--- config.mk ---
export PLATFORM = sky130hd
export DESIGN_NAME = irq_priority_core
export DESIGN_NICKNAME = d
export VERILOG_FILES = /design/src/rtl/irqp_pkg.sv /design/src/rtl/irqp_prio_pick.sv /design/src/rtl/irqp_cmd_decode.sv /design/src/rtl/irqp_state.sv /design/src/rtl/irq_priority_core.sv
export SDC_FILE = /design/constraint.sdc
export NUM_CORES = 1
export LEC_CHECK = 0
export ABC_AREA = 1
export ABC_CLOCK_PERIOD_IN_PS = 10100
export BUFFER_PORTS_ARGS = -buffer_cell sky130_fd_sc_hd__buf_2
export CORE_UTILIZATION = 30
export CTS_CLUSTER_DIAMETER = 40
export DETAILED_ROUTE_END_ITERATION = 7
export MAX_ROUTING_LAYER = met4
export PLACE_DENSITY = 0.53
export SYNTH_ARGS = -nofsm -noshare
export SYNTH_HDL_FRONTEND = slang
export SYNTH_SLANG_ARGS = --single-unit
--- constraint.sdc ---
create_clock -name clk -period 10.1 [get_ports clk]
set_input_delay 1.01 -clock clk [delete_from_list [all_inputs] [get_ports clk]]
set_output_delay 1.01 -clock clk [all_outputs]
set_load 0.02 [all_outputs]
--- src/rtl/irqp_pkg.sv ---
// Package: shared command encoding for the rotating priority resolver.
// Assumes the command is presented as the concatenation {rotate, select, eos}.
package irqp_pkg;
    typedef enum logic [2:0] {
        CK_ROT_ACK_OFF = 3'b000,
        CK_EOS_TOP     = 3'b001,
        CK_NOP         = 3'b010,
        CK_EOS_AT      = 3'b011,
        CK_ROT_ACK_ON  = 3'b100,
        CK_EOS_TOP_ROT = 3'b101,
        CK_SET_LOW     = 3'b110,
        CK_EOS_AT_ROT  = 3'b111
    } cmd_kind_e;
endpackage

--- src/rtl/irqp_prio_pick.sv ---
// Module: finds the best-ranked set bit of a vector under a rotating order.
// The rank of level l is (l - low_ptr - 1) mod N. Assumes N is a power of two.
module irqp_prio_pick #(
    parameter int N = 8,
    parameter int W = $clog2(N)
) (
    input  logic [N-1:0] vec_i,
    input  logic [W-1:0] low_ptr_i,
    output logic         any_o,
    output logic [W-1:0] lvl_o,
    output logic [W-1:0] rank_o
);
    logic [W-1:0] base;
    logic [N-1:0] rot;

    // Level with rank zero.
    assign base = low_ptr_i + W'(1);

    // Reorder the vector so that bit k holds the level of rank k.
    for (genvar k = 0; k < N; k++) begin : g_rot
        localparam logic [W-1:0] KOFF = W'(k);
        assign rot[k] = vec_i[KOFF + base];
    end

    // Priority encode the lowest rank that is set.
    always_comb begin
        rank_o = '0;
        for (int i = N - 1; i >= 0; i--) begin
            if (rot[i]) rank_o = W'(i);
        end
    end

    // Convert the rank back into an absolute level.
    assign any_o = |vec_i;
    assign lvl_o = rank_o + base;
endmodule

--- src/rtl/irqp_cmd_decode.sv ---
// Module: turns the three command bits into action flags.
// Assumes a command lasts exactly one cycle; the flags are zero when no command is valid.
module irqp_cmd_decode
    import irqp_pkg::*;
(
    input  logic valid_i,
    input  logic rot_i,
    input  logic sel_i,
    input  logic eos_i,
    output logic clr_top_o,
    output logic clr_at_o,
    output logic rot_clr_o,
    output logic set_low_o,
    output logic ack_rot_on_o,
    output logic ack_rot_off_o
);
    cmd_kind_e kind;

    assign kind = cmd_kind_e'({rot_i, sel_i, eos_i});

    // Map each encoding to its actions.
    always_comb begin
        clr_top_o     = 1'b0;
        clr_at_o      = 1'b0;
        rot_clr_o     = 1'b0;
        set_low_o     = 1'b0;
        ack_rot_on_o  = 1'b0;
        ack_rot_off_o = 1'b0;
        if (valid_i) begin
            unique case (kind)
                CK_ROT_ACK_OFF: ack_rot_off_o = 1'b1;
                CK_EOS_TOP:     clr_top_o = 1'b1;
                CK_NOP:         ;
                CK_EOS_AT:      clr_at_o = 1'b1;
                CK_ROT_ACK_ON:  ack_rot_on_o = 1'b1;
                CK_EOS_TOP_ROT: begin clr_top_o = 1'b1; rot_clr_o = 1'b1; end
                CK_SET_LOW:     set_low_o = 1'b1;
                CK_EOS_AT_ROT:  begin clr_at_o = 1'b1; rot_clr_o = 1'b1; end
                default:        ;
            endcase
        end
    end
endmodule

--- src/rtl/irqp_state.sv ---
// Module: holds the in-service vector, the lowest-priority pointer and the rotate-on-acknowledge mode.
// Assumes that a command and an acknowledge never come in the same cycle; if they do, the command wins.
module irqp_state #(
    parameter int N = 8,
    parameter int W = $clog2(N)
) (
    input  logic         clk,
    input  logic         rst_n,
    input  logic         ack_i,
    input  logic         req_any_i,
    input  logic [W-1:0] win_lvl_i,
    input  logic         auto_eos_i,
    input  logic         cmd_valid_i,
    input  logic [W-1:0] cmd_lvl_i,
    input  logic         clr_top_i,
    input  logic         clr_at_i,
    input  logic         rot_clr_i,
    input  logic         set_low_i,
    input  logic         ack_rot_on_i,
    input  logic         ack_rot_off_i,
    input  logic         top_valid_i,
    input  logic [W-1:0] top_lvl_i,
    output logic [N-1:0] isr_o,
    output logic [W-1:0] low_ptr_o
);
    logic [N-1:0] isr_q, isr_n;
    logic [W-1:0] low_q, low_n;
    logic         ack_rot_q, ack_rot_n;

    // Next-state rules for commands and acknowledges.
    always_comb begin
        isr_n     = isr_q;
        low_n     = low_q;
        ack_rot_n = ack_rot_q;
        if (cmd_valid_i) begin
            if (clr_top_i && top_valid_i) begin
                isr_n[top_lvl_i] = 1'b0;
                if (rot_clr_i) low_n = top_lvl_i;
            end
            if (clr_at_i) begin
                isr_n[cmd_lvl_i] = 1'b0;
                if (rot_clr_i) low_n = cmd_lvl_i;
            end
            if (set_low_i)     low_n = cmd_lvl_i;
            if (ack_rot_on_i)  ack_rot_n = 1'b1;
            if (ack_rot_off_i) ack_rot_n = 1'b0;
        end else if (ack_i && req_any_i) begin
            if (!auto_eos_i)    isr_n[win_lvl_i] = 1'b1;
            else if (ack_rot_q) low_n = win_lvl_i;
        end
    end

    // State registers with synchronous reset; level N-1 starts as the lowest priority.
    always_ff @(posedge clk) begin
        if (!rst_n) begin
            isr_q     <= '0;
            low_q     <= W'(N - 1);
            ack_rot_q <= 1'b0;
        end else begin
            isr_q     <= isr_n;
            low_q     <= low_n;
            ack_rot_q <= ack_rot_n;
        end
    end

    assign isr_o     = isr_q;
    assign low_ptr_o = low_q;

    assert_ack_sets_isr_R4: assert property (@(posedge clk) disable iff (!rst_n)
        (ack_i && req_any_i && !auto_eos_i && !cmd_valid_i) |=> isr_q[$past(win_lvl_i)]);
    assert_eos_at_clears_R6: assert property (@(posedge clk) disable iff (!rst_n)
        (cmd_valid_i && clr_at_i) |=> !isr_q[$past(cmd_lvl_i)]);
    assert_set_low_keeps_isr_R8: assert property (@(posedge clk) disable iff (!rst_n)
        (cmd_valid_i && set_low_i) |=> ($stable(isr_q) && low_q == $past(cmd_lvl_i)));
    assert_auto_ack_keeps_isr_R10: assert property (@(posedge clk) disable iff (!rst_n)
        (ack_i && auto_eos_i && !cmd_valid_i) |=> $stable(isr_q));
endmodule

--- src/rtl/irq_priority_core.sv ---
// Module: top of the eight-level rotating priority resolver.
// Assumes req_i is already masked and that ack_i comes only while int_o is high or no request is pending.
module irq_priority_core #(
    parameter int N = 8,
    parameter int W = $clog2(N)
) (
    input  logic         clk,
    input  logic         rst_n,
    input  logic [N-1:0] req_i,
    input  logic [N-1:0] mask_i,
    input  logic         ack_i,
    input  logic         cmd_valid_i,
    input  logic         cmd_rot_i,
    input  logic         cmd_sel_i,
    input  logic         cmd_eos_i,
    input  logic [W-1:0] cmd_lvl_i,
    input  logic         auto_eos_i,
    input  logic         smm_i,
    output logic         int_o,
    output logic [W-1:0] win_lvl_o,
    output logic [N-1:0] isr_o
);
    logic         req_any, isr_any, top_any;
    logic [W-1:0] win_rank, isr_lvl, isr_rank, top_lvl, top_rank;
    logic [W-1:0] low_ptr;
    logic [N-1:0] top_cand;
    logic         clr_top, clr_at, rot_clr, set_low, ack_rot_on, ack_rot_off;

    // Winner among the pending requests.
    irqp_prio_pick #(.N(N), .W(W)) u_pick_req (
        .vec_i(req_i), .low_ptr_i(low_ptr),
        .any_o(req_any), .lvl_o(win_lvl_o), .rank_o(win_rank));

    // Best-ranked in-service level, used for blocking.
    irqp_prio_pick #(.N(N), .W(W)) u_pick_isr (
        .vec_i(isr_o), .low_ptr_i(low_ptr),
        .any_o(isr_any), .lvl_o(isr_lvl), .rank_o(isr_rank));

    // In special mask mode, masked in-service bits are not candidates for clearing.
    assign top_cand = smm_i ? (isr_o & ~mask_i) : isr_o;

    // Target of a clear-top command.
    irqp_prio_pick #(.N(N), .W(W)) u_pick_top (
        .vec_i(top_cand), .low_ptr_i(low_ptr),
        .any_o(top_any), .lvl_o(top_lvl), .rank_o(top_rank));

    irqp_cmd_decode u_dec (
        .valid_i(cmd_valid_i), .rot_i(cmd_rot_i), .sel_i(cmd_sel_i), .eos_i(cmd_eos_i),
        .clr_top_o(clr_top), .clr_at_o(clr_at), .rot_clr_o(rot_clr),
        .set_low_o(set_low), .ack_rot_on_o(ack_rot_on), .ack_rot_off_o(ack_rot_off));

    irqp_state #(.N(N), .W(W)) u_state (
        .clk(clk), .rst_n(rst_n), .ack_i(ack_i), .req_any_i(req_any),
        .win_lvl_i(win_lvl_o), .auto_eos_i(auto_eos_i), .cmd_valid_i(cmd_valid_i),
        .cmd_lvl_i(cmd_lvl_i), .clr_top_i(clr_top), .clr_at_i(clr_at),
        .rot_clr_i(rot_clr), .set_low_i(set_low), .ack_rot_on_i(ack_rot_on),
        .ack_rot_off_i(ack_rot_off), .top_valid_i(top_any), .top_lvl_i(top_lvl),
        .isr_o(isr_o), .low_ptr_o(low_ptr));

    // Interrupt decision: special mask mode ignores in-service blocking; otherwise a strictly better rank is needed.
    assign int_o = req_any && (smm_i || !isr_any || (win_rank < isr_rank));

    assert_no_self_preempt_R3: assert property (@(posedge clk) disable iff (!rst_n)
        (!smm_i && int_o) |-> !isr_o[win_lvl_o]);
    assert_ack_only_when_int_R4: assert property (@(posedge clk) disable iff (!rst_n)
        (ack_i && req_any) |-> (int_o && !cmd_valid_i));
    assert_top_clear_one_bit_R5: assert property (@(posedge clk) disable iff (!rst_n)
        (cmd_valid_i && cmd_eos_i && !cmd_sel_i && !smm_i) |=>
        ($countones(isr_o) + (($past(isr_o) != '0) ? 1 : 0) == $countones($past(isr_o))));
    assert_smm_keeps_masked_R11: assert property (@(posedge clk) disable iff (!rst_n)
        (cmd_valid_i && cmd_eos_i && !cmd_sel_i && smm_i) |=>
        ((isr_o & $past(mask_i)) == $past(isr_o & mask_i)));
endmodule

==> impl_metrics.yaml, run 1 <==
global_route:
  grt_pass1_wl_mm: 14.1
  grt_antenna_before_repair: 0
  grtUsageTotal: 0.205
  grt_max_degree: 41
  first_global_vias: 2899
  globalRouteOverflowTotal: 0
power_and_ir_drop:
  p_sw_uw: 290
  power_leakage_nw: 1.43
  power.internal_uw: 210
  power_frac_clock: 0.111
  pwr-share-seq: 0.131
  powerDensity_nw_per_um2: 176
  netSwitchingFraction: 0.580
  pwr-share-comb: 0.758
  irDropWorstVdd_mv: 0.0838
cts:
  postCtsHoldBufs: 0
  cts_sinks: 12
  ctsResizeCount: 0
  clkLatencyLatePin_ns: 0.26
  cts_max_path_buffers: 2
  cts_buffers: 3
  h-tree-depth: 1
  cts_tree: "done"
  cts_setup_buffers: 0
  clk_pin_slew_ns: 0.06
  clockRootBuffer: "clkbuf_8"
logic_synthesis:
  syn-cell-area_um2: 2620
  synth_nets: 516
  synth-seq-area-share: 0.0916
  synth_seq_cells: 12
  synth_top_area_cell: "nand2_1"
  postSynthAreaPerCell_um2: 5.46
  synth.top_cell.area_share: 0.242
  ys_types: 38
  synth.area.top_cells: "nand2_1, nand3_1, dfxtp_1"
  syn-instance-count: 480
  synth_warnings: 0
run_status:
  outcome: "finished, final reports clean"
sta:
  setup_tns_ns: 0
  fin_skew_ns: 0.0105
  maxSlewViolCount: 0
  clock.fmax_ghz: 0.182
  rsz0062_at_grt: "false"
  hold_viol_final: 0
  worst_slew_pin_slew_ns: 0.583
  period_share: 0.545
  maxSlewHeadroom: 0.611
  min_period_ns: 5.50
  setup_violations: 0
detailed_routing:
  firstDrtPassIters: 5
  drc_errors: 0
  vias: 3128
  ant_nets: 0
  wl_mm: 8.51
  wl_per_cell_um: 14.0
  first_iter_violations: 287
  routed_via_density: 5.15
placement:
  port_buffers: 39
  gp_congestion: 0.989
  dp_hpwl_mm: 6.92
  place_area_um2: 2790
  dp.cells: 603
final_layout:
  multiInputGateArea_um2: 2020
  fillCellCount: 995
  fin_cells: 607
  post-route-util: 0.341
  final_area_um2: 2850
  area_growth_pct: 8.64
  diodes: 0
  ff_latch_area_um2: 240
  nets: 539
  drive_gt1_frac: 0.165
critical_path:
  cpMostUsedCell: "nand2_1"
  arrival_ns: 4.49
  crit_buf_inv: 6
  critPathMaxFanout: 40
  cp_slowest_cell: "ha_1"
  r2r_setup_slack_ns: 5.56
  crit_path_cell_trace: "buf_4 > inv_2 > ha_1 > inv_6 > nand2_1 > nand2_2 > o21ai_1 > o21ai_2 > inv_1 > nand2_1 > nand2_1 > nand2_1 > nand2_1 > nand2_1 > nand2_1 > inv_1 > ha_1 > fa_1 > xor2_1 > nand3b_4 > nand2_4 > buf_2"
  cp_data_required_time_ns: 9.09
  crit_path_end_kind: "output pin"
  max_stage_delay_ns: 0.75
  crit_family: "adder cells"
  path_class: "reg2out"
  cp-start-kind: "register"
floorplanning:
  dieArea_um2: 9120
  boundaryPins: 40
  core_um2: 8340
  fp.dieH_um: 95.5
  row_count: 33
  dieWidth_um: 95.5
  initial_core_util: 0.314
run:
  maxCapViolCount: 0
hold_path:
  hp-class: "reg2reg"
-- worst min-delay path: cells and delay by family (launching register included) --
kind / cells / cell delay (ns)
AOI/OAI and AO/OA: 1 / 0.13
DFF: 1 / 0.31
and+or+nand+nor: 1 / 0.06
-- metrics by stage --
stage / hold WS, ns / total power [mW] / worst slack (ns)
6_report: 0.548 / 0.500 / 4.60
5_1_grt: 0.637 / 0.557 / 4.21
4_1_cts: 0.553 / 0.501 / 4.62
3_5_place_dp: 0.544 / 0.443 / 4.91
3_3_place_gp: 0.539 / 0.439 / 4.99
2_1_floorplan: 0.496 / 0.365 / 5.93
-- cell type report --
type / count / share of cell area
clock buffers: 4 / 0.0193
inverters: 49 / 0.0690
well taps: 105 / 0.0461
flip-flops and latches: 12 / 0.0844
multi-input cells: 397 / 0.710
repair buffers: 40 / 0.0712
-- per-layer routing --
metal | share of wire | track usage | vias to the layer above
li1 | - | - | 1627
met3 | 0.048 | 0.0128 | 17
met1 | 0.47 | 0.270 | 1391
met5 | 0 | - | -
met2 | 0.46 | 0.333 | 93
met4 | 0.028 | 0.0709 | 0
-- sequential cells by signal, indices dropped and copies added (netlist names) --
name,count
u_state.isr_o,8
u_state.low_ptr_o,3
u_state.ack_rot_q,1
-- power by group through the flow --
stage               clock (mW)  sequential [mW]  combinational [mW]
floorplan                    0           0.0611               0.304
global placement             0           0.0664               0.373
detailed placement           0           0.0661               0.377
CTS                     0.0571           0.0651               0.378
global route            0.0580           0.0665               0.433
finish                  0.0557           0.0654               0.379
-- cell families after synthesis --
family,count (synthesis),synth area share
flip-flops,12,0.0916
multiplexers,3,0.0115
adder cells (fa/ha/maj),8,0.0439
XOR/XNOR,2,0.00668
AND/OR/NAND/NOR,297,0.521
AO/OA/AOI/OAI,87,0.189
buffers and inverters,71,0.137
-- final timing paths --
path,start,end,cells past startpoint
setup / recovery,u_state.low_ptr_o[0],win_lvl_o[2],22
hold / removal,u_state.ack_rot_q,u_state.ack_rot_q,2
setup reg to reg,u_state.low_ptr_o[0],u_state.isr_o[2],24
hold reg to reg,u_state.ack_rot_q,u_state.ack_rot_q,2
-- cells in the final DEF, fill, tap and decap left out --
master and count:
buf_2 39, nor3_1 5, a21oi_1 15, nand2_2 18, ha_1 6, buf_4 1
nand3_1 69, o21a_1 1, clkbuf_8 4, mux2i_1 3, xor2_1 2, a21oi_2 1
nand3b_4 1, inv_6 1, a31oi_1 5, nand2_1 169, o21ai_2 5, nor4_1 4
inv_2 2, nand4_1 5, a21boi_0 1, dfxtp_1 12, nand3_2 3, o2111ai_1 2
nor2_2 1, nor2_1 13, or2_1 2, o211ai_1 3, o21bai_1 4, nand2_4 4
fa_1 2, o21ai_0 38, inv_1 45, inv_8 1, or2_0 1, o21ai_1 12
nor2_4 2
-- synthesized netlist by cell type, drive strengths merged --
cell type,number
buf,15
nand3b,1
mux2i,3
nand3,72
o21ai,55
a21boi,1
inv,49
nor2,16
dfxtp,12
fa,2
xor2,2
o2111ai,2
nand4,5
o21a,1
or2,3
o211ai,3
nor4,4
nand2,191
a31oi,5
ha,6
a21oi,16
clkbuf,7
nor3,5
o21bai,4
Power figures use the tool's default switching activity.
==> run 2, diff against run 1 <==
Settings changed: ABC_CLOCK_PERIOD_IN_PS 10100 to 5750.
Clock period 10.1 ns to 5.75 ns, I/O delays scaled along.
==> run 2 against run 1 <==
  * Sequential cell count unchanged
  * Design area unchanged
  * First-iteration DRC count decreased by 31%
  * Cell count unchanged
  * Clock-buffer cell count is the same
  * Sequential share of layout area unchanged
  * Register-to-register slack lost 3.9 ns
  * Critical path depth increased by 1
  * Clock skew decreased by 0.0077 ns
  * Total power is 76% higher
  * Largest cell class unchanged
  * Highest routed layer unchanged
==> impl_metrics.yaml, run 2 (synthesized netlist as in run 1, its figures left out) <==
floorplanning:
  fp.dieH_um: 95.5
  row_count: 33
  initial_core_util: 0.314
  dieArea_um2: 9120
  dieWidth_um: 95.5
  core_um2: 8340
  boundaryPins: 40
critical_path:
  cp-start-kind: "register"
  cp_data_required_time_ns: 5.18
  crit_family: "adder cells"
  crit_path_cell_trace: "inv_2 > ha_1 > inv_6 > nand2_1 > nand2_2 > nand2_1 > o21ai_1 > nand2_1 > nand2_1 > nand2_1 > nand2_1 > nand2_1 > nand2_1 > nand2_1 > nand2_1 > nand2_1 > inv_1 > ha_1 > fa_1 > xor2_1 > nand3b_4 > nand2_4 > buf_2"
  crit_buf_inv: 4
  arrival_ns: 4.07
  crit_path_end_kind: "output pin"
  critPathMaxFanout: 22
  cp_slowest_cell: "ha_1"
  reg2reg_depth: 25
  cpMostUsedCell: "nand2_1"
  max_stage_delay_ns: 0.76
  crit_cells: 23
  path_class: "reg2out"
final_layout:
  fin_cells: 607
  nets: 539
  area_growth_pct: 8.64
  final_area_um2: 2850
  mostFrequentLayoutCells: "nand2_1, nand3_1, inv_1"
  drive_gt1_frac: 0.165
  largest_reg_flops: 8
  diodes: 0
  final_common_cell: "nand2_1"
  post-route-util: 0.341
sta:
  worst_slew_pin_slew_ns: 0.627
  maxSlewViolCount: 0
  period_share: 0.807
  min_period_ns: 4.64
  hold_viol_final: 0
  postLayoutSetupSlackWorst_ns: 1.11
  maxSlewHeadroom: 0.582
  rsz0062_at_grt: "false"
  setup_tns_ns: 0
  clock.fmax_ghz: 0.215
  fin_skew_ns: 0.00276
  setup_violations: 0
  whs_ns: 0.556
cts:
  clkLatencyLatePin_ns: 0.25
  h-tree-depth: 1
  clk_pin_slew_ns: 0.06
  cts_setup_buffers: 0
  postCtsHoldBufs: 0
  ctsResizeCount: 0
  cts_tree: "done"
  cts_sinks: 12
  clockRootBuffer: "clkbuf_8"
  cts_buffers: 3
  cts_max_path_buffers: 2
placement:
  dp.cells: 603
  pre_cts_slack_ns: 1.42
  dp_hpwl_mm: 6.90
  place_area_um2: 2790
  gp_congestion: 0.914
  port_buffers: 39
power_and_ir_drop:
  p_sw_uw: 509
  powerDensity_nw_per_um2: 308
  irDropWorstVdd_mv: 0.158
  pwr-share-seq: 0.131
  power_leakage_nw: 1.43
  netSwitchingFraction: 0.580
  pwr-share-comb: 0.758
  power_frac_clock: 0.111
  finalPower_uw: 878
  power.internal_uw: 369
detailed_routing:
  routed_via_density: 5.17
  drc_errors: 0
  firstDrtPassIters: 5
  wl_per_cell_um: 14.0
  vias: 3140
  first_iter_violations: 197
  wl_mm: 8.47
  ant_nets: 0
global_route:
  globalRouteOverflowTotal: 0
  grt_max_degree: 40
  first_global_vias: 2780
  grtUsageTotal: 0.202
  grt_pass1_wl_mm: 13.8
  grt_antenna_before_repair: 0
run:
  maxCapViolCount: 0
hold_path:
  hp-class: "reg2reg"
  hold_depth: 2
run_status:
  outcome: "finished, final reports clean"
[run 2: cell counts in the layout (fill, tap and decap cells not counted)]
No cell type changed its count.
[run 2: cell type report]
cell class | count | area, um2
clock buffers | 4 | 55.1
fillers | 955 | 5490
inverters | 49 | 196
multi-input cells | 397 | 2020
flip-flops and latches | 12 | 240
well taps | 105 | 131
repair buffers | 40 | 203
[run 2: routing by layer]
layer,track usage,share of wire,vias up,wire [um]
li1,-,-,1624,-
met1,0.261,0.45,1399,3840
met2,0.348,0.48,103,4080
met3,0.0104,0.051,14,433
met4,0.0435,0.014,0,119
met5,-,0,-,0
[run 2: power groups by stage]
stage	registers, mW	logic (mW)	clock network [mW]
detailed placement	0.116	0.661	0
CTS	0.115	0.664	0.0986
finish	0.115	0.666	0.0972
global placement	0.117	0.655	0
global route	0.117	0.754	0.103
floorplan	0.107	0.534	0
[run 2: worst min-delay path, stage by stage, from the launching register on]
cell     delay (ns)
dfxtp_1        0.31
a31oi_1        0.14
nor3_1         0.06
[run 2: worst paths after layout]
path                        to  slack [ns]                  from
min reg2reg  u_state.ack_rot_q        0.56     u_state.ack_rot_q
min          u_state.ack_rot_q        0.56     u_state.ack_rot_q
max reg2reg   u_state.isr_o[0]        1.65  u_state.low_ptr_o[0]
max               win_lvl_o[2]        1.11  u_state.low_ptr_o[0]
==> run 3, diff against run 2 <==
Settings changed: ABC_CLOCK_PERIOD_IN_PS 5750 to 4800.
Clock period 5.75 ns to 4.8 ns, I/O delays scaled along.
==> run 3 against run 2 <==
  * Design area grew 0.26%
  * Non-clock buffer count is 1 higher
  * Global-route usage is 0.60 points higher
  * Largest power group unchanged
  * Highest routed layer unchanged
==> impl_metrics.yaml, run 3 (synthesized netlist as in run 1, its figures left out) <==
floorplanning:
  boundaryPins: 40
  fp.dieH_um: 95.5
  initial_core_util: 0.314
  dieWidth_um: 95.5
  row_count: 33
  dieArea_um2: 9120
  core_um2: 8340
sta:
  period_share: 0.904
  maxSlewViolCount: 0
  worst_slew_pin_slew_ns: 0.603
  setup_violations: 0
  min_period_ns: 4.34
  setup_tns_ns: 0
  clock.fmax_ghz: 0.231
  whs_ns: 0.533
  maxSlewHeadroom: 0.598
  fin_skew_ns: 0.00340
  rsz0062_at_grt: "false"
  hold_viol_final: 0
global_route:
  globalRouteOverflowTotal: 0
  first_global_vias: 2903
  grt_max_degree: 40
  grt_pass1_wl_mm: 14.5
  grtUsageTotal: 0.208
  grt_antenna_before_repair: 0
critical_path:
  cp_slowest_cell: "ha_1"
  path_class: "reg2out"
  crit_path_cell_trace: "inv_2 > ha_1 > inv_6 > nand2_1 > nand2_2 > nand2_1 > o21ai_1 > nand2_1 > nand2_1 > nand2_1 > nand2_1 > nand2_1 > nand2_1 > nand2_1 > nand2_1 > nand2_1 > inv_1 > ha_1 > fa_1 > xor2_1 > nand3b_4 > nand2_4 > buf_2"
  crit_path_end_kind: "output pin"
  cpMostUsedCell: "nand2_1"
  arrival_ns: 3.86
  regToRegEndpoint: "u_state.isr_o[0]"
  r2r_setup_slack_ns: 0.92
  reg2reg_depth: 25
  critPathMaxFanout: 18
  reg2reg_from: "u_state.low_ptr_o[0]"
  max_stage_delay_ns: 0.67
  cp_data_required_time_ns: 4.32
  cp-start-kind: "register"
power_and_ir_drop:
  finalPower_mw: 1.05
  powerDensity_nw_per_um2: 369
  irDropWorstVdd_mv: 0.210
  power_leakage_nw: 1.44
detailed_routing:
  first_iter_violations: 236
  ant_nets: 0
  vias: 3109
  firstDrtPassIters: 5
  wl_mm: 8.62
  drc_errors: 0
  routed_via_density: 5.11
  wl_per_cell_um: 14.2
final_layout:
  diodes: 0
  post-route-util: 0.342
  nets: 540
  drive_gt1_frac: 0.167
  mostFrequentLayoutCells: "nand2_1, nand3_1, inv_1"
  largest_reg_flops: 8
  final_common_cell: "nand2_1"
  area_growth_pct: 8.93
cts:
  postCtsHoldBufs: 0
  h-tree-depth: 1
  cts_max_path_buffers: 2
  cts_sinks: 12
  cts_tree: "done"
  cts_buffers: 3
  clkLatencyLatePin_ns: 0.25
  ctsResizeCount: 0
  cts_setup_buffers: 0
  clk_pin_slew_ns: 0.06
  clockRootBuffer: "clkbuf_8"
hold_path:
  worstHoldStart: "cmd_eos_i"
  hold_end: "u_state.ack_rot_q"
  hold_depth: 3
  hp-class: "in2reg"
placement:
  gp_congestion: 0.895
  port_buffers: 39
  dp_hpwl_mm: 7.03
run_status:
  outcome: "finished, final reports clean"
run:
  maxCapViolCount: 0
-- run 3: cell count changes in the layout (fill, tap and decap cells not counted), sizes merged --
cell,change
buf,+1
-- run 3: final cells by class --
| cell class | instances | area, um2 |
|---|---|---|
| Multi-Input combinational cell | 397 | 2020 |
| Inverter | 49 | 196 |
| Fill cell | 975 | 5490 |
| Clock buffer | 4 | 55.1 |
| Timing Repair Buffer | 41 | 210 |
| Tap cell | 105 | 131 |
| Sequential cell | 12 | 240 |
-- run 3: worst max path at each step --
| stage | slack [ns] | cells past startpoint | startpoint | to |
|---|---|---|---|---|
| 2_1_floorplan | 1.16 | 26 | u_state.low_ptr_o[0] | win_lvl_o[2] |
| 3_3_place_gp | 0.80 | 23 | u_state.low_ptr_o[0] | win_lvl_o[2] |
| 3_5_place_dp | 0.76 | 21 | u_state.low_ptr_o[0] | win_lvl_o[2] |
| 4_1_cts | 0.49 | 23 | u_state.low_ptr_o[0] | win_lvl_o[2] |
| 5_1_grt | 0.19 | 23 | u_state.low_ptr_o[0] | win_lvl_o[2] |
| 6_report | 0.46 | 23 | u_state.low_ptr_o[0] | win_lvl_o[2] |
-- run 3: power by group --
group / internal, mW / switching [mW] / total (mW)
clock: 0.0728 / 0.0452 / 0.118
combinational: 0.260 / 0.538 / 0.797
sequential: 0.110 / 0.0276 / 0.138
total: 0.442 / 0.610 / 1.05
-- run 3: critical path, delay by kind of cell (launching register included) --
kind,cells,cell delay [ns]
buffers and inverters,4,0.41
AO/OA/AOI/OAI,1,0.09
flip-flops,1,0.34
AND/OR/NAND/NOR,14,1.23
adder cells (fa/ha/maj),3,1.22
XOR/XNOR,1,0.31
-- run 3: metal layers --
layer,routed length (um),part of all wire,GRT usage,vias up
li1,-,-,-,1629
met4,80,0.0093,0.0386,0
met1,4060,0.47,0.268,1393
met3,292,0.034,0.00877,8
met2,4180,0.49,0.364,79
met5,0,0,-,-
-- run 3: stage by stage --
step	area (um2)	std cells	worst slack [ns]
2_1_floorplan	2620	480	1.16
3_5_place_dp	2800	604	0.757
3_3_place_gp	2800	604	0.803
4_1_cts	2860	608	0.485
6_report	2860	608	0.462
5_1_grt	2860	608	0.194
